--- src/rtl/dmc_pkg.sv ---
// Package: shared state and select types for the multiplexed DRAM controller.
package dmc_pkg;

    // Sequencer phases; one access walks ROW_SETUP..PRECHARGE, a refresh
    // walks REF_SETUP, REF_HOLD, PRECHARGE.
    typedef enum logic [2:0] {
        ST_IDLE      = 3'd0,
        ST_ROW_SETUP = 3'd1,
        ST_RAS_WAIT  = 3'd2,
        ST_COL_SETUP = 3'd3,
        ST_CAS_HOLD  = 3'd4,
        ST_PRECHARGE = 3'd5,
        ST_REF_SETUP = 3'd6,
        ST_REF_HOLD  = 3'd7
    } dmc_state_e;

    // Which address half drives the shared pins.
    typedef enum logic {
        SEL_ROW = 1'b0,
        SEL_COL = 1'b1
    } dmc_addr_sel_e;

endpackage

--- src/rtl/dmc_phase_timer.sv ---
// Module: dmc_phase_timer
// Down-counter that times one sequencer phase. Loading N-1 makes the phase
// last N cycles; expired is high while the count is zero.
// Assumes: load values fit in W bits; the counter rests at zero.
module dmc_phase_timer #(
    parameter int W = 4
) (
    input  logic         clk,
    input  logic         rst_n,
    input  logic         load,
    input  logic [W-1:0] load_val,
    output logic         expired
);

    logic [W-1:0] cnt_q;

    // Count down to zero, or restart on load.
    always_ff @(posedge clk) begin
        if (!rst_n) begin
            cnt_q <= '0;
        end else if (load) begin
            cnt_q <= load_val;
        end else if (cnt_q != '0) begin
            cnt_q <= cnt_q - 1'b1;
        end
    end

    assign expired = (cnt_q == '0);

endmodule

--- src/rtl/dmc_refresh_gen.sv ---
// Module: dmc_refresh_gen
// Free-running refresh timer plus refresh row counter. Raises pending once
// per INTERVAL cycles and holds it until the sequencer acknowledges; the row
// counter advances on each acknowledge and wraps at 2**ROW_W.
// Assumes: INTERVAL >= 2; a tick that arrives while pending is already set
// merges with it.
module dmc_refresh_gen #(
    parameter int INTERVAL = 1560,
    parameter int ROW_W    = 12
) (
    input  logic             clk,
    input  logic             rst_n,
    input  logic             ack,
    output logic             pending,
    output logic [ROW_W-1:0] row
);

    localparam int TW = $clog2(INTERVAL);
    localparam logic [TW-1:0] TICK_LAST = TW'(INTERVAL - 1);

    logic [TW-1:0]    tick_q;
    logic             pend_q;
    logic [ROW_W-1:0] row_q;
    logic             tick_wrap;

    assign tick_wrap = (tick_q == TICK_LAST);

    // Interval counter, restarting at zero after each full period.
    always_ff @(posedge clk) begin
        if (!rst_n) begin
            tick_q <= '0;
        end else if (tick_wrap) begin
            tick_q <= '0;
        end else begin
            tick_q <= tick_q + 1'b1;
        end
    end

    // Pending flag: set by a period wrap, cleared by acknowledge.
    always_ff @(posedge clk) begin
        if (!rst_n) begin
            pend_q <= 1'b0;
        end else if (tick_wrap) begin
            pend_q <= 1'b1;
        end else if (ack) begin
            pend_q <= 1'b0;
        end
    end

    // Row counter: steps once per refresh taken.
    always_ff @(posedge clk) begin
        if (!rst_n) begin
            row_q <= '0;
        end else if (ack) begin
            row_q <= row_q + 1'b1;
        end
    end

    assign pending = pend_q;
    assign row     = row_q;

endmodule

--- src/rtl/dmc_addr_mux.sv ---
// Module: dmc_addr_mux
// Places either the row or the column half on the shared address pins. The
// column is zero-extended onto the low pins when it is narrower than the row.
// Assumes: COL_W <= ROW_W.
module dmc_addr_mux
    import dmc_pkg::*;
#(
    parameter int ROW_W = 12,
    parameter int COL_W = 9
) (
    input  dmc_addr_sel_e    sel,
    input  logic [ROW_W-1:0] row,
    input  logic [COL_W-1:0] col,
    output logic [ROW_W-1:0] pins
);

    logic [ROW_W-1:0] col_ext;

    generate
        if (COL_W < ROW_W) begin : g_pad
            assign col_ext = {{(ROW_W - COL_W){1'b0}}, col};
        end else begin : g_full
            assign col_ext = col[ROW_W-1:0];
        end
    endgenerate

    // Choose the half that the current phase presents.
    always_comb begin
        pins = (sel == SEL_COL) ? col_ext : row;
    end

endmodule

--- src/rtl/dmc_seq.sv ---
// Module: dmc_seq
// Strobe sequencer. From idle it starts either a refresh (first priority) or
// a request. An access runs: row setup, row strobe low, column setup, column
// strobe low, precharge. A refresh runs: row setup, row strobe low, precharge.
// Phase lengths come from T_ADDR, T_STROBE and T_PRE.
// Assumes: all timing parameters >= 1; the device drives read data while the
// column strobe is low.
module dmc_seq
    import dmc_pkg::*;
#(
    parameter int ROW_W    = 12,
    parameter int COL_W    = 9,
    parameter int DATA_W   = 8,
    parameter int T_ADDR   = 1,
    parameter int T_STROBE = 2,
    parameter int T_PRE    = 2
) (
    input  logic                   clk,
    input  logic                   rst_n,
    input  logic                   req_valid,
    input  logic                   req_we,
    input  logic [ROW_W+COL_W-1:0] req_addr,
    input  logic [DATA_W-1:0]      req_wdata,
    output logic                   req_ready,
    output logic                   done,
    output logic [DATA_W-1:0]      rdata,
    input  logic                   ref_pending,
    input  logic [ROW_W-1:0]       ref_row,
    output logic                   ref_ack,
    output dmc_addr_sel_e          addr_sel,
    output logic [ROW_W-1:0]       row_out,
    output logic [COL_W-1:0]       col_out,
    output logic                   ras_n,
    output logic                   cas_n,
    output logic                   we_n,
    output logic [DATA_W-1:0]      dq_out,
    output logic                   dq_oe,
    input  logic [DATA_W-1:0]      dq_in
);

    localparam int ADDR_W = ROW_W + COL_W;
    localparam int T_MAX0 = (T_ADDR > T_STROBE) ? T_ADDR : T_STROBE;
    localparam int T_MAX  = (T_MAX0 > T_PRE) ? T_MAX0 : T_PRE;
    localparam int CW     = (T_MAX > 1) ? $clog2(T_MAX) : 1;
    localparam logic [CW-1:0] LD_ADDR   = CW'(T_ADDR - 1);
    localparam logic [CW-1:0] LD_STROBE = CW'(T_STROBE - 1);
    localparam logic [CW-1:0] LD_PRE    = CW'(T_PRE - 1);

    dmc_state_e          state_q, state_d;
    logic [ROW_W-1:0]    row_q;
    logic [COL_W-1:0]    col_q;
    logic                we_q;
    logic [DATA_W-1:0]   wdata_q;
    logic [DATA_W-1:0]   rdata_q;
    logic                done_q;
    logic                t_load;
    logic [CW-1:0]       t_val;
    logic                t_exp;
    logic                accept;
    logic                take_ref;
    logic                cas_end;

    dmc_phase_timer #(.W(CW)) timer_i (
        .clk      (clk),
        .rst_n    (rst_n),
        .load     (t_load),
        .load_val (t_val),
        .expired  (t_exp)
    );

    // Idle arbitration: a pending refresh wins over a waiting request.
    assign take_ref  = (state_q == ST_IDLE) && ref_pending;
    assign req_ready = (state_q == ST_IDLE) && !ref_pending;
    assign accept    = req_ready && req_valid;
    assign ref_ack   = take_ref;
    assign cas_end   = (state_q == ST_CAS_HOLD) && t_exp;

    // Next phase and the timer load for the phase being entered.
    always_comb begin
        state_d = state_q;
        t_load  = 1'b0;
        t_val   = '0;
        unique case (state_q)
            ST_IDLE: begin
                if (take_ref) begin
                    state_d = ST_REF_SETUP;
                    t_load  = 1'b1;
                    t_val   = LD_ADDR;
                end else if (accept) begin
                    state_d = ST_ROW_SETUP;
                    t_load  = 1'b1;
                    t_val   = LD_ADDR;
                end
            end
            ST_ROW_SETUP: if (t_exp) begin
                state_d = ST_RAS_WAIT;
                t_load  = 1'b1;
                t_val   = LD_STROBE;
            end
            ST_RAS_WAIT: if (t_exp) begin
                state_d = ST_COL_SETUP;
                t_load  = 1'b1;
                t_val   = LD_ADDR;
            end
            ST_COL_SETUP: if (t_exp) begin
                state_d = ST_CAS_HOLD;
                t_load  = 1'b1;
                t_val   = LD_STROBE;
            end
            ST_CAS_HOLD: if (t_exp) begin
                state_d = ST_PRECHARGE;
                t_load  = 1'b1;
                t_val   = LD_PRE;
            end
            ST_REF_SETUP: if (t_exp) begin
                state_d = ST_REF_HOLD;
                t_load  = 1'b1;
                t_val   = LD_STROBE;
            end
            ST_REF_HOLD: if (t_exp) begin
                state_d = ST_PRECHARGE;
                t_load  = 1'b1;
                t_val   = LD_PRE;
            end
            ST_PRECHARGE: if (t_exp) begin
                state_d = ST_IDLE;
            end
            default: state_d = ST_IDLE;
        endcase
    end

    // Phase register.
    always_ff @(posedge clk) begin
        if (!rst_n) begin
            state_q <= ST_IDLE;
        end else begin
            state_q <= state_d;
        end
    end

    // Capture the request, or the refresh row, as a cycle starts.
    always_ff @(posedge clk) begin
        if (!rst_n) begin
            row_q   <= '0;
            col_q   <= '0;
            we_q    <= 1'b0;
            wdata_q <= '0;
        end else if (take_ref) begin
            row_q   <= ref_row;
            we_q    <= 1'b0;
        end else if (accept) begin
            row_q   <= req_addr[ADDR_W-1:COL_W];
            col_q   <= req_addr[COL_W-1:0];
            we_q    <= req_we;
            wdata_q <= req_wdata;
        end
    end

    // Read capture and completion pulse at the end of the column phase.
    always_ff @(posedge clk) begin
        if (!rst_n) begin
            rdata_q <= '0;
            done_q  <= 1'b0;
        end else begin
            done_q <= cas_end;
            if (cas_end && !we_q) begin
                rdata_q <= dq_in;
            end
        end
    end

    // Pin levels decoded from the registered phase.
    always_comb begin
        ras_n    = 1'b1;
        cas_n    = 1'b1;
        we_n     = 1'b1;
        dq_oe    = 1'b0;
        addr_sel = SEL_ROW;
        unique case (state_q)
            ST_RAS_WAIT:  ras_n = 1'b0;
            ST_REF_HOLD:  ras_n = 1'b0;
            ST_COL_SETUP: begin
                ras_n    = 1'b0;
                addr_sel = SEL_COL;
                we_n     = !we_q;
                dq_oe    = we_q;
            end
            ST_CAS_HOLD: begin
                ras_n    = 1'b0;
                cas_n    = 1'b0;
                addr_sel = SEL_COL;
                we_n     = !we_q;
                dq_oe    = we_q;
            end
            default: ;
        endcase
    end

    assign row_out = row_q;
    assign col_out = col_q;
    assign dq_out  = wdata_q;
    assign rdata   = rdata_q;
    assign done    = done_q;

endmodule

--- src/rtl/dram_mux_ctrl.sv ---
// Module: dram_mux_ctrl (top)
// Controller for an asynchronous DRAM with row/column address multiplexing
// and a built-in periodic row refresh.
// Assumes: a single requester; the device latches addresses on the falling
// strobe edges; timing parameters >= 1 and COL_W <= ROW_W.
module dram_mux_ctrl
    import dmc_pkg::*;
#(
    parameter int ROW_W        = 12,
    parameter int COL_W        = 9,
    parameter int DATA_W       = 8,
    parameter int T_ADDR       = 1,
    parameter int T_STROBE     = 2,
    parameter int T_PRE        = 2,
    parameter int REF_INTERVAL = 1560
) (
    input  logic                   clk,
    input  logic                   rst_n,
    input  logic                   req_valid,
    output logic                   req_ready,
    input  logic                   req_we,
    input  logic [ROW_W+COL_W-1:0] req_addr,
    input  logic [DATA_W-1:0]      req_wdata,
    output logic                   done,
    output logic [DATA_W-1:0]      rdata,
    output logic [ROW_W-1:0]       dram_addr,
    output logic                   dram_ras_n,
    output logic                   dram_cas_n,
    output logic                   dram_we_n,
    output logic [DATA_W-1:0]      dram_dq_out,
    output logic                   dram_dq_oe,
    input  logic [DATA_W-1:0]      dram_dq_in
);

    logic             ref_pending;
    logic             ref_ack;
    logic [ROW_W-1:0] ref_row;
    dmc_addr_sel_e    addr_sel;
    logic [ROW_W-1:0] row_cur;
    logic [COL_W-1:0] col_cur;

    dmc_refresh_gen #(
        .INTERVAL (REF_INTERVAL),
        .ROW_W    (ROW_W)
    ) refresh_i (
        .clk     (clk),
        .rst_n   (rst_n),
        .ack     (ref_ack),
        .pending (ref_pending),
        .row     (ref_row)
    );

    dmc_seq #(
        .ROW_W    (ROW_W),
        .COL_W    (COL_W),
        .DATA_W   (DATA_W),
        .T_ADDR   (T_ADDR),
        .T_STROBE (T_STROBE),
        .T_PRE    (T_PRE)
    ) seq_i (
        .clk         (clk),
        .rst_n       (rst_n),
        .req_valid   (req_valid),
        .req_we      (req_we),
        .req_addr    (req_addr),
        .req_wdata   (req_wdata),
        .req_ready   (req_ready),
        .done        (done),
        .rdata       (rdata),
        .ref_pending (ref_pending),
        .ref_row     (ref_row),
        .ref_ack     (ref_ack),
        .addr_sel    (addr_sel),
        .row_out     (row_cur),
        .col_out     (col_cur),
        .ras_n       (dram_ras_n),
        .cas_n       (dram_cas_n),
        .we_n        (dram_we_n),
        .dq_out      (dram_dq_out),
        .dq_oe       (dram_dq_oe),
        .dq_in       (dram_dq_in)
    );

    dmc_addr_mux #(
        .ROW_W (ROW_W),
        .COL_W (COL_W)
    ) mux_i (
        .sel  (addr_sel),
        .row  (row_cur),
        .col  (col_cur),
        .pins (dram_addr)
    );

endmodule

--- config.mk ---
export PLATFORM = sky130hd
export DESIGN_NAME = dram_mux_ctrl
export DESIGN_NICKNAME = d
export VERILOG_FILES = /design/src/rtl/dmc_pkg.sv /design/src/rtl/dmc_phase_timer.sv /design/src/rtl/dmc_refresh_gen.sv /design/src/rtl/dmc_addr_mux.sv /design/src/rtl/dmc_seq.sv /design/src/rtl/dram_mux_ctrl.sv
export SDC_FILE = /design/constraint.sdc
export NUM_CORES = 1
export LEC_CHECK = 0
export ABC_AREA = 1
export CAP_MARGIN = 15
export CORE_ASPECT_RATIO = 0.7
export CORE_MARGIN = 2
export CORE_UTILIZATION = 50
export CTS_CLUSTER_SIZE = 8
export DETAILED_ROUTE_END_ITERATION = 6
export PLACE_DENSITY = 0.88
export SYNTH_ARGS = -nofsm -noshare
export SYNTH_HDL_FRONTEND = slang
export SYNTH_SLANG_ARGS = --single-unit
--- constraint.sdc ---
create_clock -name clk -period 2.6 [get_ports clk]
set_input_delay 0.65 -clock clk [delete_from_list [all_inputs] [get_ports clk]]
set_output_delay 0.65 -clock clk [all_outputs]
set_load 0.02 [all_outputs]
# --- Word-level counts from Yosys, hierarchy flattened ---
# Index checks and enable logic that the tools add are counted.
totals:
  out_inout_bits: 34
  regBits: 67
  input_bits: 41
  wordCells: 77
op_classes:
  mux: 26
  bitwise_logic: 3
  n_addsub: 3
  n_reduce_logical: 19
  n_eq_ne: 15
ops:
  columns: ["op", "n"]
  rows:
  - ["two-way mux 12 bit", 3]
  - ["two-way mux 3 bit", 8]
  - ["one-hot mux 3 bit (7 select lines)", 1]
  - ["two-way mux 1 bit", 13]
  - ["adder 12 x 1 -> 12 bit, second input constant", 1]
  - ["equality test 3 bit, second input constant", 4]
  - ["!= test 2 bit, second input constant", 6]
  - ["adder 11 x 1 -> 11 bit, second input constant", 1]
  - ["equality test 11 bit, second input constant", 1]
  - ["OR reduction 2 bit", 4]
  - ["AND reduction 7 bit", 1]
  - ["equality test 3 x 2 -> 1 bit, second input constant", 2]
  - ["OR reduction 6 bit", 1]
  - ["logical AND 1 bit", 5]
  - ["OR reduction 5 bit", 1]
  - ["nonzero test 2 bit", 2]
  - ["OR reduction 4 bit", 1]
  - ["equality test 3 x 1 -> 1 bit, second input constant", 1]
  - ["zero test 3 bit", 1]
  - ["!= test 3 x 2 -> 1 bit, second input constant", 1]
  - ["inverter 1 bit", 3]
  - ["zero test 1 bit", 2]
  - ["one-hot mux 1 bit (2 select lines)", 1]
  - ["AND reduction 2 bit", 1]
  - ["subtractor 1 bit, second input constant", 1]

# --- Depth between registers and ports, before layout ---
# Gate-level depths: netlist (run 1).
depth:
  word_depth: 7
  mapped_depth: 9
  ltp_nobuf: 8

# --- Cells and area by module ---
# From an unflattened synthesis (run 1), not the netlist that was laid out.
hier_totals:
  cells_unflattened: 458
  hier_area_um2: 3214.3
modules_own_cells:
  columns: ["module", "cells_each", "area_each_um2", "instances", "seq_area_each_um2"]
  rows:
  - ["dmc_seq", 262, 1914.3, 1, 840.8]
  - ["dmc_refresh_gen", 156, 1123.6, 1, 480.5]
  - ["dmc_addr_mux", 35, 138.9, 1, 0.0]
  - ["dmc_phase_timer", 5, 37.5, 1, 20.0]

# --- Worst setup path after synthesis (run 1) ---
# OpenSTA, ideal clock, no wires.
synth_path:
  path_type: "register -> output"
  from: "register seq_i.state_q[0]"
  to: "output dram_we_n"
  path_slack_ns: 0.471
  stages_incl_launch_ff: 9
  arrival_ns: 1.479
  required_ns: 1.950
  n_path_buf: 0
  cell_sequence: "dfxtp_1 > inv_2 > nand2_1 > nor2_1 > inv_2 > nand2_4 > inv_2 > nor2_1 > inv_1"
synth_between:
  elab_chain_len: 3
  word_cells_on_any_way: 4
  classes_between: "2 x eq/ne; 1 x mux; 1 x reduce/logical"
synth_lines:
  columns: ["item", "line", "rtl"]
  rows:
  - ["from (decl)", "dmc_seq.sv:49", "dmc_state_e state_q, state_d;"]
  - ["from (signal assigned)", "dmc_seq.sv:137", "state_q <= state_d;"]
  - ["equality test 3 x 2 -> 1 bit or equality test 3 bit (tied branches)", "dmc_seq.sv:179", "unique case (state_q)"]
  - ["OR reduction 2 bit (no line) *", null, null]
  - ["two-way mux 1 bit *", null, null]
  - ["to (decl)", "dram_mux_ctrl.sv:29", "output logic dram_we_n,"]
# Mark *: on every way between the ends. The rest lies on a longest branch, timed or not.

# --- Worst setup path after layout (run 1) ---
# Same ends and word-level chain as after synthesis.

==> results.ini, run 1 <==
[floorplan]
die_width_um=96.7
ios=75
initial_core_util=0.522
coreArea_um2=5760
die_height_um=68.9
rows=23
dieArea_um2=6660

[global_routing]
grt_max_degree=29
grt_pass1_vias=2699
grtUsageTotal=0.236
grt.overflow.total=0
antenna_found_initial=0
grt_pass1_wl_um=12500

[sta]
setup_viol=0
fmax_ghz=0.401
hold_viol_final=0
fin_skew_ns=0.00561
hold_ws_ns=0.449
finalCritPeriodShare=0.960
slew_headroom=0.648
slew_viol_final=0
tightestPinTransition_ns=0.523
fin_crit_ns=2.50
layout_setup_ws_ns=0.104

[placed_design]
io_buffers=74
postPlaceCellArea_um2=3800
place_congestion=0.901
dp.cells=568
dp.final_hpwl_um=5490
place_worst_setup_slack_ns=-0.00600

[routing]
via_per_inst=5.19
wire_per_inst_um=13.2
vias=3039
drtIter0Drc=158
wirelength_um=7760
ant_nets=0
drt_pre_antenna_iters=5
drc_errors=0

[clock_tree]
path_clk_slew_ns=0.07
ctsRootBufferMaster=clkbuf_8
numCtsBuffers=9
clock_sinks=67
clockBufferDepth=2
clkLatencyLatePin_ns=0.35
cts_tree=yes
htree_levels=3

[outcome]
outcome=finished, final reports clean

[critical_path]
path_cells=inv_2, nand2_2, nor2_4, inv_2, nand2_4, inv_4, nor2_2, inv_1, dlygate4sd2_1
crit_path_end_kind=primary output
critPathMaxFanout=19
crit_arrival_ns=1.85
critPathSlowestCell=dfxtp_1
crit_path_start_kind=register
cp_num_buf_inv=5
critPathTopFamily=buffers and inverters
path_class=register to primary output
slowest_delay_ns=0.35
cp_data_required_time_ns=1.95
cpMostUsedCell=inv_2

[yosys]
yosysUniqueCellTypes=28
synth.largest_area_cell=dfxtp_1
yosysSeqAreaShare=0.446
synth_nets=472
yosys_warnings=0
synth_top_area_frac=0.446
syn_inst=429
yosys_register_bits=67
syn_avg_cell_area_um2=7.01
syn_area_um2=3010
synth_area_leaders=dfxtp_1 45%, nand2_1 13%, a21oi_1 9.3%

[layout]
n_antenna_cell=0
design_area_um2=4000
drive_gt1_frac=0.0959
syn2layout_area_growth_pct=33.1
layout_common_cells=105 x nand2_1, 66 x dfxtp_1, 59 x clkdlybuf4s50_1
stdcell_count=586
fin_nets=549
layout.cells.most_common=nand2_1

[power]
vdd_drop_max_v=0.000475
p_per_area_nw_per_um2=894
cellLeakagePower_nw=1.60
power_mw=3.57

[hold_path]
hold_class=register to register

[job]
max_cap_violations=0

[cells by family (layout without fill, tap and decap cells)]
logic type / Yosys count / in the layout / share of synthesized area
compound gates: 99 / 99 / 0.167
fa+ha+maj: 2 / 2 / 0.00833
xor+xnor: 2 / 2 / 0.00583
buf+inv: 73 / 155 / 0.0991
simple gates: 186 / 186 / 0.273
flops: 67 / 67 / 0.446
[worst paths after layout]
| kind | slack [ns] | from | endpoint | cells past startpoint |
|---|---|---|---|---|
| max | 0.10 | seq_i.state_q[0]$_SDFFE_PN0P_ | dram_we_n | 9 |
| min | 0.45 | seq_i.rdata[3]$_SDFFE_PN0P_ | seq_i.rdata[3]$_SDFFE_PN0P_ | 2 |
| max reg2reg | 0.85 | seq_i.state_q[0]$_SDFFE_PN0P_ | seq_i.col_out[8]$_SDFFE_PN0P_ | 8 |
| min reg2reg | 0.45 | seq_i.rdata[3]$_SDFFE_PN0P_ | seq_i.rdata[3]$_SDFFE_PN0P_ | 2 |
[per-stage QoR]
step / setup TNS, ns / utilization
2_1_floorplan: 0 / -
3_3_place_gp: 0 / 0.660
3_5_place_dp: -0.00600 / 0.660
4_1_cts: 0 / 0.696
5_1_grt: -0.000960 / 0.695
6_report: 0 / 0.695
[tightest hold or removal path: cells and delay by family (launching register included)]
kind            cells  cell delay [ns]
flops               1             0.31
buf+inv             1             0.05
compound gates      1             0.05
[area by class of cell]
| type | instances | area, µm² |
|---|---|---|
| timing repair buffer | 82 | 749 |
| sequential | 67 | 1340 |
| fill | 481 | 1760 |
| tap | 75 | 93.8 |
| inverter | 57 | 216 |
| clock inverter | 6 | 90.1 |
| multi-input combinational | 289 | 1380 |
| clock buffer | 10 | 128 |
[metal layers]
layer,vias up,GRT usage,share of wire
met4,0,0.0634,0.018
met1,1397,0.287,0.43
met5,-,0,0
li1,1543,-,-
met2,87,0.386,0.48
met3,12,0.107,0.074
[registers in the layout (all words and copies together), names as in the netlist, named ones only]
name	cells
refresh_i.row	12
seq_i.row_out	12
refresh_i.tick_q	11
seq_i.col_out	9
seq_i.dq_out	8
seq_i.rdata	8
seq_i.state_q	2
refresh_i.pending	1
seq_i.done	1
seq_i.timer_i.cnt_q	1
seq_i.we_q	1
[synth_stat cells]
cell type and instances:
a211oi_1 1, a21oi_1 56, buf_1 2, buf_2 7
buf_4 2, buf_6 1, clkbuf_1 4, dfxtp_1 67
ha_1 2, inv_1 52, inv_2 5, nand2_1 106
nand2_2 1, nand2_4 1, nand3_1 22, nand3_2 2
nand3b_1 2, nand4_1 9, nor2_1 28, nor2_2 2
nor2_4 1, nor2_8 1, nor3_1 11, o211ai_1 1
o21a_1 1, o21ai_0 31, o21ai_1 9, xor2_1 2
[power breakdown]
part | total [mW] | internal, mW | switching (mW)
logic | 1.28 | 0.499 | 0.786
registers | 1.34 | 1.22 | 0.116
clock network | 0.952 | 0.541 | 0.411
total | 3.57 | 2.26 | 1.31
[what timing repair did]
action / CTS / global route
setup endpoints to repair: 15 / 11
gates cloned: 0 / 0
resized for setup: 18 / 22
setup buffers: 0 / 2
hold buffers: 0 / 0
No activity file was read; power rests on OpenSTA's default activity.
==> run 2: changes to the inputs <==
--- a/config.mk
+++ b/config.mk
@@ -13,6 +13,8 @@
 export CTS_CLUSTER_SIZE = 8
 export DETAILED_ROUTE_END_ITERATION = 6
 export PLACE_DENSITY = 0.88
+export SETUP_SLACK_MARGIN = 0.15
+export SLEW_MARGIN = 20
 export SYNTH_ARGS = -nofsm -noshare
 export SYNTH_HDL_FRONTEND = slang
 export SYNTH_SLANG_ARGS = --single-unit
==> run 2 against run 1 <==
Effect of this change:
- register-to-register slack hardly changed
- flip-flop and latch count stayed put
- sequential power hardly changed
- count of clock-buffer cells in the layout stayed put
- critical path depth is 4 lower
- clock power is 0.6% lower
- non-clock buffer count is 2 lower
- critical endpoint is now dram_cas_n
- largest cell class unchanged
==> results.ini, run 2 (synthesis results as in run 1) <==
[global_routing]
antenna_found_initial=0
grtUsageTotal=0.235
grt.overflow.total=0
grt_max_degree=29
grt_pass1_vias=2690
grt_pass1_wl_um=12400

[routing]
vias=3015
via_per_inst=5.16
drt_pre_antenna_iters=5
dr_wl_met2_um=3680
wl_met3_um=637
routed.top_layer=met4
wire_per_inst_um=13.2
drc_errors=0
ant_nets=0
drtIter0Drc=158
wirelength_um=7690
wl_met1_um=3330

[clock_tree]
clockBufferDepth=2
clock_sinks=67
numCtsBuffers=9
clkLatencyLatePin_ns=0.35
ctsRootBufferMaster=clkbuf_8
cts_tree=yes
path_clk_slew_ns=0.07
htree_levels=3
post_cts_buffers=0

[power]
switching_share=0.367
cellLeakagePower_nw=1.61
combPwrFrac=0.358
p_per_area_nw_per_um2=892
seqPwrFrac=0.376
p_int_mw=2.25
netSwitchingPower_mw=1.30
vdd_drop_max_v=0.000463
pwr-share-clk=0.266

[layout]
design_area_um2=3980
stdcell_count=584
syn2layout_area_growth_pct=32.5
layout_common_cells=105 x nand2_1, 65 x dfxtp_1, 58 x clkdlybuf4s50_1
fin_nets=547
n_antenna_cell=0
layout.cells.most_common=nand2_1
post-route-util=0.692
drive_gt1_frac=0.0963
fillers=485

[critical_path]
cp_data_required_time_ns=1.95
crit_path_end_kind=primary output
critPathMaxFanout=7
path_class=register to primary output
rr_endpoint=seq_i.col_out[4]$_SDFFE_PN0P_
rrSetupSlack_ns=0.84
crit_path_end=dram_cas_n
cp-startpoint=seq_i.state_q[0]$_SDFFE_PN0P_
ff2ff_path_depth=7
crit_path_start_kind=register
crit_arrival_ns=1.69

[floorplan]
rows=23
die_height_um=68.9
coreArea_um2=5760
die_width_um=96.7
dieArea_um2=6660
ios=75
initial_core_util=0.522

[placed_design]
dp.final_hpwl_um=5490
dp.cells=568
io_buffers=74
place_congestion=0.901
postPlaceCellArea_um2=3800

[sta]
fin_skew_ns=0.00671
setup_tns_ns=0
slew_viol_final=0
fmax_ghz=0.428
setup_viol=0
hold_viol_final=0
tightestPinTransition_ns=0.554
rsz0062_at_grt=false
slew_headroom=0.628
finalCritPeriodShare=0.899
fin_crit_ns=2.34

[hold_path]
hold_class=register to register

[job]
max_cap_violations=0

[outcome]
outcome=finished, final reports clean

==> run 2: cell types whose count changed in the layout (fill, tap and decap cells not counted), sizes merged <==
| cell | delta |
|---|---|
| dlymetal6s2s | +1 |
| clkdlybuf4s15 | -1 |
| clkbuf | -1 |
| buf | +1 |
| dlygate4sd2 | -1 |
| clkdlybuf4s50 | -1 |
==> run 2: how the worst min path moves through the flow <==
| stage | cells after the start | startpoint | end | slack, ns |
|---|---|---|---|---|
| global placement | 2 | seq_i.rdata[3]$_SDFFE_PN0P_ | seq_i.rdata[3]$_SDFFE_PN0P_ | 0.43 |
| finish | 2 | seq_i.rdata[3]$_SDFFE_PN0P_ | seq_i.rdata[3]$_SDFFE_PN0P_ | 0.45 |
| floorplan | 1 | seq_i.timer_i.cnt_q$_SDFF_PN0_ | seq_i.done$_SDFF_PN0_ | 0.43 |
| global route | 2 | seq_i.rdata[5]$_SDFFE_PN0P_ | seq_i.rdata[5]$_SDFFE_PN0P_ | 0.46 |
| CTS | 2 | seq_i.rdata[5]$_SDFFE_PN0P_ | seq_i.rdata[5]$_SDFFE_PN0P_ | 0.45 |
| detailed placement | 2 | seq_i.rdata[2]$_SDFFE_PN0P_ | seq_i.rdata[2]$_SDFFE_PN0P_ | 0.44 |
==> run 2: critical path: stages (launching register included) <==
cell and delay [ns]:
dfxtp_2 0.36, inv_2 0.08, nand2_2 0.12, nor2_4 0.05, inv_2 0.09, clkdlybuf4s50_1 0.63
==> run 2: cell type report <==
class / instances / area, µm² / share of cell area
Clock inverter: 6 / 90.1 / 0.0226
Inverter: 57 / 221 / 0.0556
Clock buffer: 10 / 128 / 0.0321
Sequential cell: 67 / 1340 / 0.338
Multi-Input combinational cell: 289 / 1380 / 0.346
Timing Repair Buffer: 80 / 728 / 0.183
Tap cell: 75 / 93.8 / 0.0236
==> run 2: timing repair <==
action | CTS | global route
endpoints found under the setup margin | 17 | 12
hold endpoints to repair | 0 | 0
pin swaps | 0 | 0
hold buffers | 0 | 0
gates resized for setup | 30 | 19
==> run 2: power groups by stage <==
stage          Sequential (mW)  Clock (mW)  Combinational [mW]
2_1_floorplan             1.41           0               0.726
3_3_place_gp              1.34           0                1.27
3_5_place_dp              1.35           0                1.31
4_1_cts                   1.33       0.962                1.28
5_1_grt                   1.36        1.02                1.39
6_report                  1.34       0.946                1.27
==> run 2: routing by layer <==
layer  GRT usage  vias to the layer above
li1            -                     1542
met1       0.289                     1375
met4      0.0599                        0
met2       0.385                       92
met3       0.105                        6
met5           0                        -
==> run 2: per-stage QoR <==
stage / setup WS [ns] / hold slack, ns / power (mW)
CTS: 0.141 / 0.450 / 3.58
floorplan: 0.471 / 0.426 / 2.14
global route: 0.155 / 0.464 / 3.77
detailed placement: -0.00600 / 0.439 / 2.65
global placement: 0.173 / 0.429 / 2.61
finish: 0.264 / 0.449 / 3.55
==> run 3: changes to the inputs <==
--- a/config.mk
+++ b/config.mk
@@ -9,10 +9,10 @@
 export CAP_MARGIN = 15
 export CORE_ASPECT_RATIO = 0.7
 export CORE_MARGIN = 2
-export CORE_UTILIZATION = 50
+export CORE_UTILIZATION = 44
 export CTS_CLUSTER_SIZE = 8
 export DETAILED_ROUTE_END_ITERATION = 6
-export PLACE_DENSITY = 0.88
+export PLACE_DENSITY = 0.83
 export SETUP_SLACK_MARGIN = 0.15
 export SLEW_MARGIN = 20
 export SYNTH_ARGS = -nofsm -noshare
==> constraint.sdc (replaced) <==
create_clock -name clk -period 2 [get_ports clk]
set_input_delay 0.5 -clock clk [delete_from_list [all_inputs] [get_ports clk]]
set_output_delay 0.5 -clock clk [all_outputs]
set_load 0.02 [all_outputs]
==> run 3 against run 2 <==
Effect of this change:
- the flow now finishes with violations (negative setup slack)
- die area grew 13%
- combinational power grew 65%
- via count grew 1.5%
- sequential power grew 30%
- sequential share of layout area shrank 2.1 points
- final cell count grew 6.2%
- core utilization shrank 5.5 points
- wire length grew 5.3%
- highest routed layer unchanged
==> results.ini, run 3 (synthesis results as in run 1) <==
[layout]
syn2layout_area_growth_pct=41.8
fillers=594
n_antenna_cell=0
stdcell_count=620
drive_gt1_frac=0.165
regArea_um2=1350
multi_input_area_um2=1470
fin_nets=564
layout_common_cells=101 x nand2_1, 64 x dfxtp_1, 55 x a21oi_1, 55 x clkdlybuf4s50_1, 50 x inv_1
layout.cells.most_common=nand2_1

[clock_tree]
clockBufferDepth=2
path_clk_slew_ns=0.07
cts_tree=yes
clkLatencyLatePin_ns=0.34
clock_sinks=67
numCtsBuffers=9
ctsRootBufferMaster=clkbuf_8
htree_levels=3

[placed_design]
place_worst_setup_slack_ns=-0.238
io_buffers=74
dp.final_hpwl_um=5470
dp.cells=599
place_congestion=0.837

[critical_path]
ff2ff_path_depth=10
crit_path_end_kind=primary output
path_cells=inv_2, nand2_4, nor2_4, inv_4, nand2_8, clkinv_8, nor2_4, inv_2, buf_6
critPathTopFamily=simple AND/OR/NAND/NOR gates
rrSetupSlack_ns=0.28
critPathSlowestCell=dfxtp_2
r2r-start=seq_i.state_q[1]$_SDFFE_PN0P_
crit_path_start_kind=register
rr_endpoint=refresh_i.row[10]$_SDFFE_PN0P_
critPathMaxFanout=5
slowest_delay_ns=0.35
cp_data_required_time_ns=1.50
crit_arrival_ns=1.56
path_class=register to primary output
cp_num_buf_inv=5
cp.depth=9

[outcome]
violations=negative setup slack
outcome=finished, violations left

[routing]
wire_per_inst_um=13.1
drc_errors=0
drtIter0Drc=159
via_per_inst=4.94
wirelength_um=8100
vias=3061
drt_pre_antenna_iters=4
ant_nets=0

[sta]
setup_viol=11
finalCritPeriodShare=1.03
tightestPinTransition_ns=0.536
slew_headroom=0.640
rsz0062_at_grt=true
layout_setup_ws_ns=-0.0563
hold_viol_final=0
setup_tns_ns=-0.276
fmax_ghz=0.486
fin_skew_ns=0.00439
slew_viol_final=0
fin_crit_ns=2.06

[floorplan]
coreArea_um2=6690
die_height_um=73.1
initial_core_util=0.449
ios=75
rows=25
dieArea_um2=7520
die_width_um=103

[hold_path]
hp-start=seq_i.rdata[3]$_SDFFE_PN0P_
hold_class=register to register
hold_depth=2
hold_end=seq_i.rdata[3]$_SDFFE_PN0P_

[power]
cellLeakagePower_nw=1.74
vdd_drop_max_v=0.000926
p_per_area_nw_per_um2=1160

[job]
max_cap_violations=0

[global_routing]
grt_pass1_vias=2819
grtUsageTotal=0.218
grt_pass1_wl_um=12600
antenna_found_initial=0
grt_max_degree=29
grt.overflow.total=0

[run 3: tightest hold or removal path, stage by stage, from the launching register on]
cell and delay [ns]:
dfxtp_1 0.31, inv_1 0.05, a21oi_1 0.05
[run 3: power by group]
group          internal [mW]  total [mW]  switching, mW
Sequential              1.59        1.74          0.146
Combinational          0.879        2.10           1.22
Clock                  0.603        1.11          0.507
[run 3: metal layers]
| metal | part of all wire | routed length, µm | global-route usage | vias up |
|---|---|---|---|---|
| met5 | 0 | 0 | 0 | - |
| met4 | 0.014 | 116 | 0.0848 | 0 |
| met3 | 0.075 | 608 | 0.0805 | 14 |
| met2 | 0.47 | 3840 | 0.351 | 94 |
| met1 | 0.44 | 3530 | 0.267 | 1380 |
| li1 | - | - | - | 1573 |
[run 3: timing repair]
item                       in CTS  in global routing
buffers inserted                2                  1
gates resized for setup       111                 18
setup endpoints to repair      17                 28
gates cloned                    0                  2
hold buffers                    0                  0
pin swaps                       2                  5
[run 3: per-stage QoR]
stage | hold slack, ns | total power [mW] | cell area, µm² | utilization
global route | 0.465 | 5.23 | 4260 | 0.637
finish | 0.441 | 4.95 | 4260 | 0.637
global placement | 0.430 | 3.52 | 3920 | 0.585
detailed placement | 0.434 | 3.58 | 3920 | 0.585
floorplan | 0.426 | 2.78 | 3010 | -
CTS | 0.444 | 4.82 | 4170 | 0.623
[run 3: worst max-delay path by stage]
stage                                              from           end  slack [ns]
final                     seq_i.state_q[0]$_SDFFE_PN0P_     dram_we_n       -0.06
after global routing      seq_i.state_q[0]$_SDFFE_PN0P_     dram_we_n       -0.08
after CTS                 seq_i.state_q[1]$_SDFFE_PN0P_  dram_addr[1]        0.06
after detailed placement  seq_i.state_q[0]$_SDFFE_PN0P_  dram_addr[1]       -0.24
after global placement    seq_i.state_q[0]$_SDFFE_PN0P_  dram_addr[8]       -0.14
after floorplan           seq_i.state_q[0]$_SDFFE_PN0P_  dram_addr[0]        0.08
[run 3: area by class of cell]
class,instances,area share
timing repair inverter,2,0.00411
timing repair buffer,95,0.208
multi-input combinational,289,0.344
clock inverter,5,0.0123
tap,94,0.0276
inverter,57,0.0537
sequential,67,0.317
clock buffer,11,0.0332
